$ cat src/rtl/adc_ser_pkg.sv
package adc_ser_pkg;
  localparam int unsigned SAMP_W = 14;
  localparam int unsigned N_CH   = 2;

  typedef enum logic {
    LANE_ZERO = 1'b0,
    LANE_ONE  = 1'b1
  } lane_sel_e;

  // clamp for range flags, then optional sign-bit flip
  function automatic logic [SAMP_W-1:0] fmt_code(
    input logic [SAMP_W-1:0] raw,
    input logic              under,
    input logic              over,
    input logic              twos
  );
    logic [SAMP_W-1:0] c;
    if (under)     c = '0;
    else if (over) c = '1;
    else           c = raw;
    c[SAMP_W-1] = c[SAMP_W-1] ^ twos;
    return c;
  endfunction

  function automatic lane_sel_e next_lane_after(input lane_sel_e cur, input logic dual);
    if (!dual) return LANE_ONE;
    return (cur == LANE_ONE) ? LANE_ZERO : LANE_ONE;
  endfunction
endpackage

$ cat src/rtl/ser_code_fmt.sv
module ser_code_fmt
  import adc_ser_pkg::*;
(
  input  logic [SAMP_W-1:0] raw,
  input  logic              under,
  input  logic              over,
  input  logic              twos,
  output logic [SAMP_W-1:0] code
);
  assign code = fmt_code(raw, under, over, twos);

  always_comb begin
    if (under && !twos)
      AST_UNDER_ZERO: assert (code == '0);
    if (over && !under && !twos)
      AST_OVER_FULL: assert (code == '1);
  end
endmodule

$ cat src/rtl/ser_sequencer.sv
module ser_sequencer
  import adc_ser_pkg::*;
#(
  parameter int unsigned W = SAMP_W
) (
  input  logic clk,
  input  logic rst_n,
  input  logic pwr_down,
  input  logic dual_mode,
  output logic restart,
  output logic load_lane1,
  output logic load_lane0,
  output logic dual_q,
  output logic take
);
  localparam int unsigned CW = (W > 1) ? $clog2(W) : 1;
  localparam logic [CW-1:0] LAST = CW'(W - 1);

  logic [CW-1:0] cnt;
  logic          started;
  lane_sel_e     next_lane;
  logic          mode_chg;
  logic          frame_end;
  logic          load;

  assign mode_chg   = (dual_mode != dual_q);
  assign restart    = pwr_down | mode_chg;
  assign frame_end  = (cnt == LAST);
  assign load       = !restart && (!started || frame_end);
  assign load_lane1 = load && (!dual_q || next_lane == LANE_ONE);
  assign load_lane0 = load && dual_q && (next_lane == LANE_ZERO);
  assign take       = load;

  always_ff @(posedge clk) begin
    if (!rst_n) begin
      cnt       <= '0;
      started   <= 1'b0;
      next_lane <= LANE_ONE;
      dual_q    <= 1'b0;
    end else if (restart) begin
      cnt       <= '0;
      started   <= 1'b0;
      next_lane <= LANE_ONE;
      dual_q    <= dual_mode;
    end else if (load) begin
      cnt       <= '0;
      started   <= 1'b1;
      next_lane <= next_lane_after(next_lane, dual_q);
    end else begin
      cnt <= cnt + CW'(1);
    end
  end

  AST_TAKE_SPACING: assert property (@(posedge clk) disable iff (!rst_n)
    take |=> !take);

  AST_ONE_LANE_LOAD: assert property (@(posedge clk) disable iff (!rst_n)
    !(load_lane1 && load_lane0));
endmodule

$ cat src/rtl/ser_lane.sv
module ser_lane
  import adc_ser_pkg::*;
#(
  parameter int unsigned W = SAMP_W
) (
  input  logic         clk,
  input  logic         rst_n,
  input  logic         load,
  input  logic         restart,
  input  logic         dual,
  input  logic [W-1:0] word,
  output logic         dat,
  output logic         frm
);
  logic [W-1:0] shreg;
  logic         sub;
  logic         active;
  logic         shift;

  assign dat   = shreg[W-1];
  assign shift = active && (!dual || sub);

  always_ff @(posedge clk) begin
    if (!rst_n) begin
      shreg  <= '0;
      sub    <= 1'b0;
      active <= 1'b0;
      frm    <= 1'b0;
    end else if (load) begin
      shreg  <= word;
      sub    <= 1'b0;
      active <= 1'b1;
      frm    <= 1'b1;
    end else if (restart) begin
      active <= 1'b0;
    end else if (shift) begin
      shreg <= {shreg[W-2:0], 1'b0};
      sub   <= 1'b0;
      frm   <= 1'b0;
    end else if (active) begin
      sub <= 1'b1;
    end
  end

  AST_FRM_AFTER_LOAD: assert property (@(posedge clk) disable iff (!rst_n)
    ($past(rst_n) && $past(load)) |-> (frm && dat == $past(word[W-1])));
endmodule

$ cat src/rtl/adc_lane_serializer.sv
module adc_lane_serializer
  import adc_ser_pkg::*;
(
  input  logic              clk,
  input  logic              rst_n,
  input  logic              dual_mode,
  input  logic              twos_comp,
  input  logic              pwr_down,
  input  logic [SAMP_W-1:0] samp_a,
  input  logic [SAMP_W-1:0] samp_b,
  input  logic [N_CH-1:0]   under_rng,
  input  logic [N_CH-1:0]   over_rng,
  output logic              samp_take,
  output logic              out_clk,
  output logic [2*N_CH-1:0] lane_dat,
  output logic [2*N_CH-1:0] lane_oe,
  output logic [2*N_CH-1:0] lane_frm
);
  logic restart;
  logic load_lane1;
  logic load_lane0;
  logic dual_q;
  logic [SAMP_W-1:0] raw  [N_CH];
  logic [SAMP_W-1:0] code [N_CH];

  assign out_clk = clk;
  assign raw[0]  = samp_a;
  assign raw[1]  = samp_b;

  ser_sequencer #(.W(SAMP_W)) u_seq (
    .clk       (clk),
    .rst_n     (rst_n),
    .pwr_down  (pwr_down),
    .dual_mode (dual_mode),
    .restart   (restart),
    .load_lane1(load_lane1),
    .load_lane0(load_lane0),
    .dual_q    (dual_q),
    .take      (samp_take)
  );

  for (genvar ch = 0; ch < N_CH; ch++) begin : g_ch
    ser_code_fmt u_fmt (
      .raw  (raw[ch]),
      .under(under_rng[ch]),
      .over (over_rng[ch]),
      .twos (twos_comp),
      .code (code[ch])
    );

    for (genvar ln = 0; ln < 2; ln++) begin : g_lane
      localparam int unsigned IDX = ch * 2 + ln;
      ser_lane #(.W(SAMP_W)) u_lane (
        .clk    (clk),
        .rst_n  (rst_n),
        .load   ((ln == 1) ? load_lane1 : load_lane0),
        .restart(restart),
        .dual   (dual_q),
        .word   (code[ch]),
        .dat    (lane_dat[IDX]),
        .frm    (lane_frm[IDX])
      );
      assign lane_oe[IDX] = (ln == 1) ? 1'b1 : dual_q;
    end

    AST_LANE0_QUIET: assert property (@(posedge clk) disable iff (!rst_n)
      (!lane_oe[ch*2] && !$past(lane_oe[ch*2])) |-> $stable(lane_dat[ch*2]));
  end

  AST_PD_HOLD: assert property (@(posedge clk) disable iff (!rst_n)
    pwr_down |=> ($stable(lane_dat) && $stable(lane_frm)));
endmodule

$ cat config.mk
export PLATFORM = sky130hd
export DESIGN_NAME = adc_lane_serializer
export DESIGN_NICKNAME = d
export VERILOG_FILES = /design/src/rtl/adc_ser_pkg.sv /design/src/rtl/ser_code_fmt.sv /design/src/rtl/ser_sequencer.sv /design/src/rtl/ser_lane.sv /design/src/rtl/adc_lane_serializer.sv
export SDC_FILE = /design/constraint.sdc
export NUM_CORES = 1
export LEC_CHECK = 0
export BUFFER_PORTS_ARGS = -buffer_cell sky130_fd_sc_hd__buf_4
export CORE_MARGIN = 2
export CORE_UTILIZATION = 49
export CTS_BUF_LIST = sky130_fd_sc_hd__clkbuf_4 sky130_fd_sc_hd__clkbuf_8 sky130_fd_sc_hd__clkbuf_16
export DETAILED_ROUTE_END_ITERATION = 8
export PLACE_DENSITY_LB_ADDON = 0.15
export SYNTH_ARGS = -nofsm -noshare
export SYNTH_HDL_FRONTEND = slang
export SYNTH_SLANG_ARGS = --single-unit
$ cat constraint.sdc
create_clock -name clk -period 3.3 [get_ports clk]
set_clock_uncertainty 0.1 [all_clocks]
set_input_delay 0.495 -clock clk [delete_from_list [all_inputs] [get_ports clk]]
set_output_delay 0.495 -clock clk [all_outputs]
set_load 0.1 [all_outputs]
[Word-level counts from Yosys, hierarchy flattened]
Index checks and enable logic that the tools add are counted.
Storage, ports and cells
  bits of input ports: 37
  register bits after elaboration: 73
  word-level logic and storage cells: 112
  output and inout bits: 14
Cells by class
  equality and inequality tests: 4
  reductions and logical operators: 39
  bitwise operators: 6
  $add $sub $neg: 1
  muxes and demuxes: 44
Operators by type and width (count)
  $mux 14: 16
  $mux 1: 28
  $reduce_bool 2->1: 10
  $reduce_and 2->1: 8
  $logic_and 1x1->1: 8
  $logic_or 1x1->1: 6
  $reduce_or 2->1: 3
  $add 4x1->4 const B: 1
  $eq 4x4->1 const B: 1
  $ne 2x1->1 const B: 2
  $logic_not 1->1: 3
  $not 1->1: 3
  $reduce_or 3->1: 1
  $xor 1x1->1: 2
  $ne 1x1->1: 1
  $or 1x1->1: 1

[Longest topological paths before layout]
  word-level depth: 8
  depth in mapped cells: 9
  depth with buffers taken out: 7

[By module]
From an unflattened synthesis, not the netlist that was laid out.
Unflattened totals
  cell total of the unflattened synthesis: 466
  area, all modules: 3779.9 um2
Modules (own cells, without submodules)
  ser_lane: cells an instance 92, sequential area each 340.3 um2, area each 785.8 um2, instances 4
  ser_sequencer: cells an instance 32, sequential area each 140.1 um2, area each 335.3 um2, instances 1
  ser_code_fmt: cells an instance 30, sequential area each 0.0 um2, area each 130.1 um2, instances 2
  adc_lane_serializer: cells an instance 6, sequential area each 0.0 um2, area each 41.3 um2, instances 1

==> out/qor.yml <==
net_count_of_the_finished_layout: 492
r2r_setup_slack_ps: 1230
initial_core_util: 0.4977
timing.critical_path.fanout_max: 2
irDropWorstVdd_mv: 0.7476
drt_first_pass_iters: 4
wirelength_mm: 7.341
route.detailed.wl_per_inst_um: 13.25
io_pins: 51
global_route_wire_length_before_repair_mm: 12.45
port_buffers: 48
synth_ff_type: "sky130_fd_sc_hd__dfxtp_1"
critical_path.startpoint: "clk"
timing.critical_path.to_type: "output port"
yosysWarningCount: 0
r2r_end: "g_ch[0].g_lane[0].u_lane.shreg[0]$_SDFFE_PN0P_"
reported_leakage_power_nw: 1.660
layout_commonest_cell: "sky130_fd_sc_hd__dfxtp_1"
final_core_util: 0.5601
vias_in_the_first_global_route: 2754
crit-reg2reg-launch: "u_seq.cnt[0]$_SDFF_PP0_"
drive_above_1_share: 0.1582
synth_cells: 430
place_congestion: 0.7815
worst_pin_slew_ps: 625.2
antenna_cells: 0
dp_hpwl_mm: 4.811
postCtsSetupRepairBufs: 0
crit_arrival_ps: 2100
clock_tree_from_tritoncts: "done"
rsz0062_at_grt: "false"
post_synth_instance_area_mm2: 0.003552
viasPerCell: 5.258
ys_seq_area_frac: 0.4114
die_area_mm2: 0.007946
hold_viol_final: 0
synth_unique_cells: 29
synth-seq-cells: 73
maxSlewViolCount: 0
async_reset_ff_frac: 0
antenna_found_initial: 0
drc_errors: 0
worstSetupPathType: "clk -> out"
grt_start_max_net_pins: 68
post_synth.cell_area_avg_um2: 8.261
worst_hold_startpoint: "dual_mode"
number_of_flops_mapped_to_enable_cells_by_yosys: 0
die_w_um: 89.14
mostFrequentLayoutCells: "73 x sky130_fd_sc_hd__dfxtp_1, 55 x sky130_fd_sc_hd__nand2_1, 53 x sky130_fd_sc_hd__a21oi_1"
fp.dieH_um: 89.14
vias: 2913
std_cell_rows: 31
maxCapViolations: 0
worstSetupStartpointType: "clock port"
cts_repair_resize_count: 0
final.setup.tns_ps: 0
maxSlewHeadroom: 0.5823
drtIter0Drc: 104
rr_worst_depth: 6
power.density_cell_area_mw_per_mm2: 501.0
critical_path_required_ps: 2700
area_growth_syn_to_layout_pct: 12.54
clock_edge_transition_at_the_registers_on_the_reported_setup_and_hold_paths_ps: 70
worst_hold_path_type: "in -> reg"
status: "complete, no violations"
drtAntennaViolNets: 0
worstSkewPairLatency_ps: 440
hold_end: "u_seq.dual_q$_SDFFE_PN0P_"
totalPowerFinal_w: 0.002003
floorplan.core_area_mm2: 0.007137
cts-hold-fix-buffers: 0
final-setup-viol-count: 0
globalRouteTotalUtil: 0.2027
grt_overflow: 0
min_path_cells: 2
[layer usage]
metal  part of all wire  up-vias  track usage
met5                  0        -            0
met4              0.019        0       0.1004
met3              0.031       10      0.04247
met2               0.46       47       0.3246
met1               0.49     1352       0.2594
li1                   -     1504            -
[Yosys cell counts (10+ instances only)]
master,instances,area (um^2)
sky130_fd_sc_hd__o21ai_0,32,160.2
sky130_fd_sc_hd__nand2_1,55,206.5
sky130_fd_sc_hd__buf_4,16,120.1
sky130_fd_sc_hd__dfxtp_1,73,1461
sky130_fd_sc_hd__a21oi_1,53,265.3
sky130_fd_sc_hd__and3_1,27,168.9
sky130_fd_sc_hd__buf_2,10,50.05
sky130_fd_sc_hd__clkbuf_1,13,48.80
sky130_fd_sc_hd__o21bai_1,25,187.7
sky130_fd_sc_hd__mux2i_1,28,280.3
sky130_fd_sc_hd__nor2_1,39,146.4
[area by class of cell]
cell class | count | area, um^2
Fill cell | 719 | 3139
Sequential cell | 73 | 1461
Clock inverter | 1 | 5.005
Inverter | 4 | 15.01
Multi-Input combinational cell | 311 | 1815
Clock buffer | 16 | 201.4
Timing Repair Buffer | 50 | 375.4
Tap cell | 99 | 123.9
[critical path: stages]
cell                       delay, ps
sky130_fd_sc_hd__clkbuf_8        110
sky130_fd_sc_hd__clkbuf_8        120
sky130_fd_sc_hd__buf_4           220
[where the power goes]
part | internal (W) | leakage (nW) | switching, W
logic | 0.0000979 | 0.955 | 0.000163
clock network | 0.000390 | 0.111 | 0.000415
registers | 0.000917 | 0.594 | 0.0000204
total | 0.00140 | 1.66 | 0.000598
[worst max path at each step]
stage                      to  slack (ps)  cells past startpoint
detailed placement    out_clk         840                      1
finish                out_clk         610                      3
global placement      out_clk         840                      1
floorplan           samp_take         210                      4
CTS                   out_clk         600                      3
global route          out_clk         600                      3
[metrics by stage]
step | cell area (um^2) | hold WS, ps | setup WS (ps) | std cells
5_1_grt | 3998 | 201.8 | 598.7 | 554
2_1_floorplan | 3556 | 333.4 | 214.0 | 431
6_report | 3998 | 198.0 | 607.3 | 554
3_5_place_dp | 3799 | 358.3 | 843.5 | 538
4_1_cts | 3998 | 181.5 | 600.1 | 554
3_3_place_gp | 3799 | 346.3 | 843.5 | 538
[kinds of logic (layout without fill, tap and decap cells)]
family	count (synthesis)	after routing	share of synthesized area
xor gates and xnor gates	5	5	0.01233
DFF	73	73	0.4114
muxes	28	28	0.07890
AOI/OAI and AO/OA	126	126	0.2198
buffers and inverters	47	71	0.07855
adders and majority gates	2	2	0.007044
and+or+nand+nor	148	148	0.1909
other	1	2	0.001056
[registers in the layout, summed over array words and instances, names as in the netlist]
signal,count
g_ch.g_lane.u_lane.active,2
g_ch.g_lane.u_lane.frm,4
g_ch.g_lane.u_lane.shreg,56
g_ch.g_lane.u_lane.sub,4
u_seq.cnt,4
u_seq.dual_q,1
u_seq.next_lane,1
u_seq.started,1
(Power assumes the default switching activity.)
